--- src/rtl/dt_discard_pkg.sv ---
package dt_discard_pkg;

  typedef enum logic {
    ST_IDLE  = 1'b0,
    ST_COUNT = 1'b1
  } dtState_t;

  // strobes from control to datapath
  typedef struct packed {
    logic loadStart;  // begin a new count, capture select
    logic advance;    // count one more clock
    logic stop;       // return counter to zero
    logic setStatus;  // raise sticky status
  } dtStrobes_t;

endpackage

--- src/rtl/dt_discard_ctrl.sv ---
module dt_discard_ctrl
  import dt_discard_pkg::*;
(
  input  logic       clk,
  input  logic       rst_n,
  input  logic       dataBuffered,
  input  logic       retrySeen,
  input  logic       expired,
  output dtStrobes_t strobes,
  output logic       discardPulse
);

  dtState_t stateQ, stateD;
  logic     discardQ;

  always_comb begin
    strobes   = '0;
    stateD    = stateQ;
    case (stateQ)
      ST_IDLE: begin
        if (dataBuffered) begin
          strobes.loadStart = 1'b1;
          stateD            = ST_COUNT;
        end
      end
      ST_COUNT: begin
        if (retrySeen) begin
          strobes.stop = 1'b1;
          stateD       = ST_IDLE;
        end else if (expired) begin
          strobes.stop      = 1'b1;
          strobes.setStatus = 1'b1;
          stateD            = ST_IDLE;
        end else begin
          strobes.advance = 1'b1;
        end
      end
      default: stateD = ST_IDLE;
    endcase
  end

  always_ff @(posedge clk or negedge rst_n) begin
    if (!rst_n) begin
      stateQ   <= ST_IDLE;
      discardQ <= 1'b0;
    end else begin
      stateQ   <= stateD;
      discardQ <= strobes.setStatus;
    end
  end

  assign discardPulse = discardQ;

endmodule

--- src/rtl/dt_discard_datapath.sv ---
module dt_discard_datapath
  import dt_discard_pkg::*;
#(
  parameter int LONG_EXP  = 15,
  parameter int SHORT_EXP = 10
) (
  input  logic       clk,
  input  logic       rst_n,
  input  dtStrobes_t strobes,
  input  logic       fastTimeout,
  input  logic       errEnable,
  input  logic       statusWrite,
  input  logic       statusWrData,
  output logic       expired,
  output logic       statusOut,
  output logic       sysErr
);

  localparam int CNT_W = LONG_EXP;
  localparam logic [CNT_W-1:0] LONG_LAST  = CNT_W'((64'd1 << LONG_EXP) - 64'd1);
  localparam logic [CNT_W-1:0] SHORT_LAST = CNT_W'((64'd1 << SHORT_EXP) - 64'd1);

  logic [CNT_W-1:0] cntQ;
  logic             selFastQ;
  logic             statusQ;
  logic [CNT_W-1:0] lastValue;

  assign lastValue = selFastQ ? SHORT_LAST : LONG_LAST;
  assign expired   = (cntQ == lastValue);

  always_ff @(posedge clk or negedge rst_n) begin
    if (!rst_n) begin
      cntQ     <= '0;
      selFastQ <= 1'b0;
    end else begin
      if (strobes.loadStart) begin
        cntQ     <= '0;
        selFastQ <= fastTimeout;
      end else if (strobes.stop) begin
        cntQ <= '0;
      end else if (strobes.advance) begin
        cntQ <= cntQ + CNT_W'(1);
      end
    end
  end

  always_ff @(posedge clk or negedge rst_n) begin
    if (!rst_n)                         statusQ <= 1'b0;
    else if (strobes.setStatus)         statusQ <= 1'b1;
    else if (statusWrite && statusWrData) statusQ <= 1'b0;
  end

  assign statusOut = statusQ;
  assign sysErr    = statusQ & errEnable;

endmodule

--- src/rtl/dt_discard_timer.sv ---
module dt_discard_timer
  import dt_discard_pkg::*;
#(
  parameter int LONG_EXP  = 15,
  parameter int SHORT_EXP = 10
) (
  input  logic clk,
  input  logic rst_n,
  input  logic dataBuffered,
  input  logic retrySeen,
  input  logic fastTimeout,
  input  logic errEnable,
  input  logic statusWrite,
  input  logic statusWrData,
  output logic discardPulse,
  output logic sysErr,
  output logic statusOut
);

  dtStrobes_t strobes;
  logic       expired;

  dt_discard_ctrl i_ctrl (
    .clk          (clk),
    .rst_n        (rst_n),
    .dataBuffered (dataBuffered),
    .retrySeen    (retrySeen),
    .expired      (expired),
    .strobes      (strobes),
    .discardPulse (discardPulse)
  );

  dt_discard_datapath #(
    .LONG_EXP  (LONG_EXP),
    .SHORT_EXP (SHORT_EXP)
  ) i_dp (
    .clk          (clk),
    .rst_n        (rst_n),
    .strobes      (strobes),
    .fastTimeout  (fastTimeout),
    .errEnable    (errEnable),
    .statusWrite  (statusWrite),
    .statusWrData (statusWrData),
    .expired      (expired),
    .statusOut    (statusOut),
    .sysErr       (sysErr)
  );

endmodule

--- config.mk ---
export PLATFORM = sky130hd
export DESIGN_NAME = dt_discard_timer
export DESIGN_NICKNAME = d
export VERILOG_FILES = /design/src/rtl/dt_discard_pkg.sv /design/src/rtl/dt_discard_ctrl.sv /design/src/rtl/dt_discard_datapath.sv /design/src/rtl/dt_discard_timer.sv
export SDC_FILE = /design/constraint.sdc
export NUM_CORES = 1
export LEC_CHECK = 0
export BUFFER_PORTS_ARGS = -buffer_cell sky130_fd_sc_hd__buf_2
export CAP_MARGIN = 20
export CORE_MARGIN = 8
export CORE_UTILIZATION = 45
export CTS_BUF_LIST = sky130_fd_sc_hd__clkbuf_4
export CTS_CLUSTER_DIAMETER = 100
export CTS_CLUSTER_SIZE = 40
export DETAILED_ROUTE_END_ITERATION = 8
export GPL_TIMING_DRIVEN = 0
export PLACE_DENSITY = 0.76
export SYNTH_ARGS = -nofsm -noshare
export SYNTH_HDL_FRONTEND = slang
export SYNTH_HIERARCHICAL = 1
export SYNTH_SLANG_ARGS = --single-unit
export TNS_END_PERCENT = 100
--- constraint.sdc ---
create_clock -name clk -period 6.5 [get_ports clk]
set_input_delay 0.325 -clock clk [delete_from_list [all_inputs] [get_ports clk]]
set_output_delay 0.325 -clock clk [all_outputs]
set_load 0.01 [all_outputs]
Word-level counts from Yosys, hierarchy flattened
Cells that the tools add are included.

Output and inout port bits: 3. Latch bits: 0. Memories kept: 0. Bits in registers: 19. Bits in writable memories: 0. Word-level logic and storage cells: 27. Memory bits (read-only): 0.

Add/sub/neg operators: 1. Divide/modulo/power cells: 0. Shift operators: 0. Bitwise gates (word level): 2. Reduce and logical (&&, ||, !) cells: 3. Eq/ne operators: 1. $mul: 0. $lt $le $gt $ge: 0. Mux-type cells: 15.

Operators by type and width (number): $mux W15 (4); $add A15 B1 Y15 const B (1); $eq A15 B15 Y1 (1); $mux W1 (8); $mux W3 (1); $reduce_bool A3 Y1 (1); $mux W2 (1); $pmux W1 S2 (1); $reduce_bool A2 Y1 (1); $and A1 B1 Y1 (1); $logic_and A1 B1 Y1 (1); $not A1 Y1 (1).

Longest topological paths before layout
Gate-level depths: netlist of run 1.

Word-level depth: 8. Mapped depth: 8. Gate-level depth less buffers: 7.

Hierarchy
Netlist of run 1, hierarchy kept.

Modules (own cells, without submodules): dt_discard_datapath (sequential area each 425.4 um^2, cells an instance 91, instances 1, area each 907.1 um^2); dt_discard_ctrl (sequential area each 50.0 um^2, cells an instance 7, instances 1, area each 92.6 um^2).

Worst setup path after synthesis of run 1
Ideal clock, no wire load.

Path kind: reg2reg. Start: register i_dp.cntQ[10]. End: register i_dp.cntQ[0]. Stages on the path, launching flop included: 8. Arrival time: 1.937 ns. Buffers on the path: 1. Path slack: 4.431 ns. Setup time: 0.132 ns. Data required time: 6.368 ns. Cells stage by stage: dfrtp_1 nand4_1 or3b_1 a2111oi_2 o21a_1 or2_2 clkbuf_1 nor2_1.

RTL lines: from (decl) (line dt_discard_datapath.sv:23) `logic [CNT_W-1:0] cntQ;`; from (signal assigned) (line dt_discard_datapath.sv:42) `cntQ <= cntQ + CNT_W'(1);`.

==> results of run 1 <==
## cells by family after synthesis
family	count (synthesis)	synth area share
simple gates	49	0.294
xor+xnor	3	0.0263
compound gates	16	0.110
flops	19	0.476
fa+ha+maj	1	0.0125
buf+inv	4	0.0200
mux	6	0.0613
## final cells by class
cell class | count | area [sq um] | share of cell area
plain buffers | 3 | 16.3 | 0.0145
flip-flops and latches | 19 | 475 | 0.423
clock buffers | 4 | 30.0 | 0.0267
multi-input cells | 75 | 504 | 0.448
inverters | 1 | 3.75 | 0.00334
well taps | 28 | 35.0 | 0.0311
repair buffers | 11 | 60.1 | 0.0534
## metal layers
metal  part of all wire  vias up  global-route usage  wire (um)
li1                   -      395                   -          -
met1               0.52      384               0.132       1030
met2               0.45       22               0.168        892
met3              0.026        2              0.0212         51
met4             0.0040        0              0.0484          8
met5                  0        -                   0          0
## sequential cells by signal (all words and copies together), names as in the netlist
signal and count:
i_dp/statusOut 1, i_dp/cntQ 15, i_ctrl/stateQ 1, i_ctrl/discardPulse 1, i_dp/selFastQ 1
## stage by stage
stage / total power [mW] / area [sq um] / hold slack (ns)
6_report: 0.218 / 1120 / 0.264
5_1_grt: 0.230 / 1120 / 0.240
4_1_cts: 0.223 / 1120 / 0.245
3_5_place_dp: 0.156 / 1080 / 0.293
3_3_place_gp: 0.155 / 1080 / 0.282
2_1_floorplan: 0.147 / 1000 / 0.0294
## cell usage in the layout, fill, tap and decap left out, drive strengths merged
cell type / count
nand3: 4
or3: 5
inv: 1
nor2: 5
a21o: 1
o21ai: 1
nor4: 5
xnor2: 1
nor3: 1
a21oi: 6
buf: 12
or2: 3
o31ai: 4
or3b: 1
nor3b: 1
and2: 1
mux2i: 5
o21a: 3
ha: 1
or4: 4
nand4: 4
clkbuf: 5
nand3b: 1
dlygate4sd3: 1
xor2: 2
dfrtp: 19
mux2: 1
nor2b: 1
nand2: 12
a2111oi: 1
and3b: 1
## worst paths after layout
check | endpoint | slack [ns]
min in group asynchronous | i_dp/cntQ[10]$_DFFE_PN0P_ | 0.49
worst max-delay path | i_dp/cntQ[2]$_DFFE_PN0P_ | 4.06
worst min register to register | i_dp/statusOut$_DFFE_PN0P_ | 0.51
worst max register to register | i_dp/cntQ[2]$_DFFE_PN0P_ | 4.06
worst min-delay path | i_dp/selFastQ$_DFFE_PN0P_ | 0.26
max in group asynchronous | i_dp/cntQ[2]$_DFFE_PN0P_ | 5.71
## power by group
group          switching (mW)  internal [mW]  leakage (nW)
registers             0.00441          0.123         0.260
logic                  0.0152         0.0122         0.203
clock network          0.0352         0.0281        0.0184
total                  0.0548          0.163         0.482
==> results.txt, run 1 <==
After global routing the overflow that remains totals 0. During I/O placement, the number of pins put on the boundary was 11. The fraction of layout instances using a drive strength above 1 is 0.221, and the iteration count of the initial detailed-routing pass is 4. The area of the mapped netlist is 1000 sq um, and the total number of yosys warnings is 6.

The average vias per placed instance was 5.70; the final critical-path required period was 2.44 ns. The total setup violations reported at the end of the flow was 0. The tools report the cell at the root of the clock tree as sky130_fd_sc_hd__clkbuf_4. TritonCTS created 3 clock buffers. The H-tree depth is 1, and the final setup slack of the worst path is 4.06 ns. For the post-placement setup slack, the log shows 4.08 ns. The core occupancy in the finished layout was 0.524; the initial core utilization was 0.465.

The total count of max-transition violations in the final report was 0. The floorplan row count is 17. Yosys attributes the largest share of cell area to sky130_fd_sc_hd__dfrtp_1 (48%), sky130_fd_sc_hd__mux2i_1 (5.0%), sky130_fd_sc_hd__nand2_1 (4.5%), sky130_fd_sc_hd__nor4_1 (3.1%), sky130_fd_sc_hd__or3_1 (3.1%).

The synthesized flop and latch total was 19. The number of antenna violations at the first check in global routing came out at 0. Counting buffers and inverters, the worst setup path is 7 cells deep. The fraction of synthesized cell area taken by the top area cell type was 0.476. The vertical die dimension was 63.1 um. The startpoint identified for the worst register-to-register timing path is i_dp/cntQ[10]$_DFFE_PN0P_. Of all nets on the critical path, the largest fanout is 10.

IR analysis of the VDD net gives a maximum drop of 0.000153 V. The area growth from synthesis to layout is 12.5%. Fraction of the cycle the final worst path needs: 0.375. After clock tree synthesis, the clock-pin slew on the worst setup and hold paths is 0.11 ns. The critical path goes through nand4_1 -> or3b_1 -> a2111oi_2 -> o21a_1 -> or2_2 -> clkbuf_1 -> nor2_1. Broken down by cell family, the worst path's largest delay share belongs to simple AND/OR/NAND/NOR gates. For this run, the post-layout net count is 123. 0 antenna diodes ended up in the layout. The core region area was 0.00215 sq mm; the maximum number of pins on one net before global-route repair was 20. In this run the worst setup path begins at i_dp/cntQ[10]$_DFFE_PN0P_. The mean routed wirelength per cell is 14.0 um, and the post-synthesis sequential area ratio is 0.476. The tools report the arrival time at the worst endpoint as 2.61 ns. The worst clock skew is 0.00689 ns, and the number of placed instances, taps included is 136.

The post-synthesis instance total was 98; the mean area per synthesized cell was 10.2 sq um. The critical path buffer and inverter count works out to 1. The worst-case headroom to the max-slew limit is 0.697, and the max-cap check violation count is 0. The detail route stage leaves a number of antenna-violating nets equal to 0.

The run gives 410 MHz as the maximum clock frequency. Areal power density over the cells: 194 mW/mm^2. For the worst flop-to-flop path, the logic depth is 7. The number of enable flip-flop cells after synthesis was 0. The slowest library cell on the worst path was sky130_fd_sc_hd__dfrtp_1.

The post-cts gate resize count came out at 0. The floorplan step defined a die boundary enclosing 0.00399 sq mm. For the total vias in the final route, the log shows 803. The wire length after detailed routing was 1.98 mm; the pin slew with the least headroom to its limit was 0.453 ns.

The final-layout setup total negative slack came out at 0 ns. TritonCTS built the clock tree. The element type at the critical path start is a flop. The run finished with clean final reports. The first global-routing pass estimated 3.55 mm of wire.

The critical path in this run is classified as reg -> reg. The fraction of synthesis flops using an asynchronous set or reset pin came out at 1.00. In the synthesized netlist the dominant register cell turns out to be sky130_fd_sc_hd__dfrtp_1.

The number of I/O port buffers is 10. The worst setup path is captured at a flop. The path class of the lowest-slack min-delay path was in -> reg.

At the worst endpoint, the required time is 6.67 ns. After detailed routing, the number of remaining DRC violations is 0. The run gives 0.105 as the total routing resource utilization after global routing. The static power due to leakage is 0.482 nW. The run gives 0 as the total count of hold-check failures in the final report. The number of setup buffers added after CTS is 0.

The first routing iteration left 13 violations. For the net count after synthesis, the log shows 107. The most frequently used cell type in the post-synthesis netlist is sky130_fd_sc_hd__dfrtp_1.

The run gives 0.30 ns as the clock network latency to the later pin of the worst-skew pair. The total of fill cells in the finished design came out at 206. For this run, the number of standard cells in the final layout without fillers is 141. The delay of the slowest cell on the worst path works out to 0.47 ns. Synthesis instantiated 34 different standard cells from the library. Measured along the x axis, the die boundary spans 63.1 um.

The tools report the number of global-route vias before repair as 845. Setup repair after global routing left no endpoint under its margin. The number of hold-repair buffers added at the cts stage was 1; the placer's final routability congestion estimate was 0.838. The wire-length estimate of the detail-placed layout is 1.42 mm.

The source of the worst hold timing path is fastTimeout. Counting instances, the worst hold path has a depth of 2. By count the netlist is led by sky130_fd_sc_hd__dfrtp_1 (19), sky130_fd_sc_hd__nand2_1 (12), sky130_fd_sc_hd__a21oi_1 (6). The run gives 2 as the worst-case clock buffer depth. CTS saw 19 sinks.

Cell type with the highest aggregate area in the netlist: sky130_fd_sc_hd__dfrtp_1.
(Power assumes the default switching activity.)
==> inputs of run 2 (changes only) <==
Clock period 6.5 ns to 2.4 ns, I/O delays scaled along.
==> results.txt, run 2 (synthesis gave the netlist of run 1 again) <==
The total count of max-transition violations in the final report came out at 0. The run gives 0.583 as the register share of total power. The antenna diode count is 0. The slack of the worst reg-to-reg path is 0.16 ns. The worst path in the final design needs a cycle of 2.24 ns, including I/O delays and setup.

The placer's final routability congestion estimate was 0.838. Traced cell by cell, the critical path runs through nand4_1 -> or3b_1 -> a2111oi_4 -> nor3b_2 -> buf_4 -> nand3_1 -> nor4_1 -> mux2i_1. The wire length of the first global-routing pass came out at 3.55 mm.

The worst-case headroom to the max-slew limit is 0.714. At the later pin of the worst-skew pair, clock insertion delay measures 0.30 ns. Setup repair after global routing left no endpoint under its margin. The maximum net fanout on the critical path came out at 8.

Post-CTS timing repair inserted 0 buffers for setup. The die is 63.1 um wide. Path class of the lowest-slack min-delay path: in -> reg.

On the critical path, the stage with the largest delay is an instance of sky130_fd_sc_hd__dfrtp_1. In this run the standard cell core region covers 0.00215 sq mm. The average vias per placed instance was 5.80; the sum of overflow across all layers after global routing was 0. The tool flagged a number of max-cap violations equal to 0.

The portion of total power attributed to combinational logic is 0.126, and the areal power density over the cells is 516 mW/mm^2. Capturing element type of the critical path: a flop. The tools report the floorplan row count as 17.

The most critical setup path has its startpoint at i_dp/cntQ[11]$_DFFE_PN0P_. The number of clock sinks seen by CTS is 19. Critical path's top delay family: simple AND/OR/NAND/NOR gates. The final setup slack of the worst path was 0.156 ns; the required time of the worst setup path was 2.57 ns.

The logs give 136 for the number of placed instances, taps included and 202 for the total of fill cells in the finished design. The DRC violations left is 0, and the layout overhead on the synthesized area is 14.4%. In this run the remaining antenna-violating nets after routing total 0. The worst setup path endpoint is i_dp/cntQ[12]$_DFFE_PN0P_. The tools report the number of global-route vias before repair as 842. The critical path buffer and inverter count is 1, and the iteration count of the initial detailed-routing pass is 4.

For the maximum clock frequency, the log shows 446 MHz. The endpoint identified for the worst register-to-register timing path is i_dp/cntQ[12]$_DFFE_PN0P_. Cell internal power was estimated by the tool at 440 uW. The worst setup path is launched from a flop.

The mean routed wirelength per cell was 14.6 um; the logic depth of the worst setup path including buffers was 8. Between clock sinks in the finished design, the worst skew comes to 0.00764 ns. The switching power share of the total works out to 0.254. The fraction of layout instances using a drive strength above 1 works out to 0.241.

OpenSTA, run right after detailed placement, puts the worst setup slack at -0.0190 ns. The analysis attributes to cell leakage a power of 0.481 nW. The clock slew at the register clock pins of the worst setup and hold paths is 0.10 ns, and the H-tree depth is 1. The die area is 0.00399 sq mm, and the number of flip-flops under the largest register name is 15. The commonest non-fill, non-tap cell in the layout was sky130_fd_sc_hd__dfrtp_1. TritonCTS built the clock tree. The delay of the slowest cell on the worst path is 0.45 ns, and the number of antenna violations at the first check in global routing is 0.

In the layout the commonest cells are sky130_fd_sc_hd__dfrtp_1 (18), sky130_fd_sc_hd__nand2_1 (12), sky130_fd_sc_hd__buf_2 (10), sky130_fd_sc_hd__a21oi_1 (6). In this run the clock root is driven by a sky130_fd_sc_hd__clkbuf_4. The number of I/O port buffers was 10. The CTS buffer count is 3. The worst register-to-register path begins at i_dp/cntQ[11]$_DFFE_PN0P_. The clock passes through at most 2 buffers. The initial core utilization is 0.465, and the fraction of the cycle the final worst path needs is 0.935.

In this run the count of I/O pins placed on the die edge is 11. The routed design has 2.05 mm of wire. The run gives 0.291 as the proportion of power drawn by the clock network. Summed over all nets, the half-perimeter wirelength after detailed placement is 1.42 mm.

The count of cells in the finished layout, fillers not included, comes to 140. The analysis attributes to net switching a power of 150 uW. The worst register-to-register path has a depth of 8. The most flop-heavy register was i_dp/cntQ. The total count of hold-check failures in the final report came out at 0. The tools report the total setup violations reported at the end of the flow as 0.

The final layout net count is 122, and the total vias in the final route is 812. The pin slew with the least headroom to its limit is 0.428 ns. The critical path is of the reg -> reg type. The total power of the final layout came out at 591 uW.

For the total routing resource utilization after global routing, the log shows 0.105. The flow ran to the end, and the final reports show no timing, DRC or antenna violations. The logs give 12 for the DRC marker count from the first detailed-route iteration and 0.000418 V for the worst IR drop on VDD. In this run the vertical extent of the chip is 63.1 um. For the maximum number of pins on one net before global-route repair, the log shows 20. The combined area of the multi-input logic cells is 523 sq um, and the arrival time at the worst endpoint is 2.42 ns. The area taken by flip-flops and latches came out at 477 sq um.
[run 2: power groups by stage]
stage	logic [mW]	clock network, mW	registers (mW)
2_1_floorplan	0.0508	0	0.348
3_3_place_gp	0.0694	0	0.349
3_5_place_dp	0.0731	0	0.350
4_1_cts	0.0740	0.186	0.344
5_1_grt	0.0818	0.197	0.346
6_report	0.0744	0.172	0.344
[run 2: metrics by stage]
step	cell area, sq um	hold slack, ns	utilization	setup TNS [ns]
3_3_place_gp	1080	0.0769	0.505	0
3_5_place_dp	1080	0.0883	0.505	-0.0494
2_1_floorplan	1000	-0.176	-	0
4_1_cts	1120	0.0395	0.522	0
6_report	1140	0.0593	0.532	0
5_1_grt	1140	0.0345	0.532	0
[run 2: layout make-up]
| class | count | share of cell area |
|---|---|---|
| sequential | 19 | 0.417 |
| buffer | 2 | 0.0131 |
| tap | 28 | 0.0306 |
| inverter | 1 | 0.00328 |
| timing repair buffer | 11 | 0.0525 |
| clock buffer | 4 | 0.0263 |
| multi-input combinational | 75 | 0.457 |
[run 2: worst min path at each step]
| stage | start | endpoint | cells after the start |
|---|---|---|---|
| 4_1_cts | fastTimeout | i_dp/selFastQ$_DFFE_PN0P_ | 2 |
| 3_5_place_dp | rst_n | i_dp/cntQ[7]$_DFFE_PN0P_ | 1 |
| 3_3_place_gp | rst_n | i_dp/cntQ[7]$_DFFE_PN0P_ | 1 |
| 5_1_grt | fastTimeout | i_dp/selFastQ$_DFFE_PN0P_ | 2 |
| 6_report | fastTimeout | i_dp/selFastQ$_DFFE_PN0P_ | 2 |
| 2_1_floorplan | rst_n | i_ctrl/discardPulse$_DFF_PN0_ | 0 |
[run 2: metal layers]
layer | vias up | share of wire | GRT usage
met1 | 395 | 0.51 | 0.133
li1 | 396 | - | -
met4 | 0 | 0.0039 | 0.0484
met2 | 19 | 0.47 | 0.166
met5 | - | 0 | 0
met3 | 2 | 0.022 | 0.0230
[run 2: what timing repair did]
item	CTS	global route
resized for setup	0	4
endpoints found under the hold margin	19	0
hold buffers	1	0
setup endpoints to repair	10	9
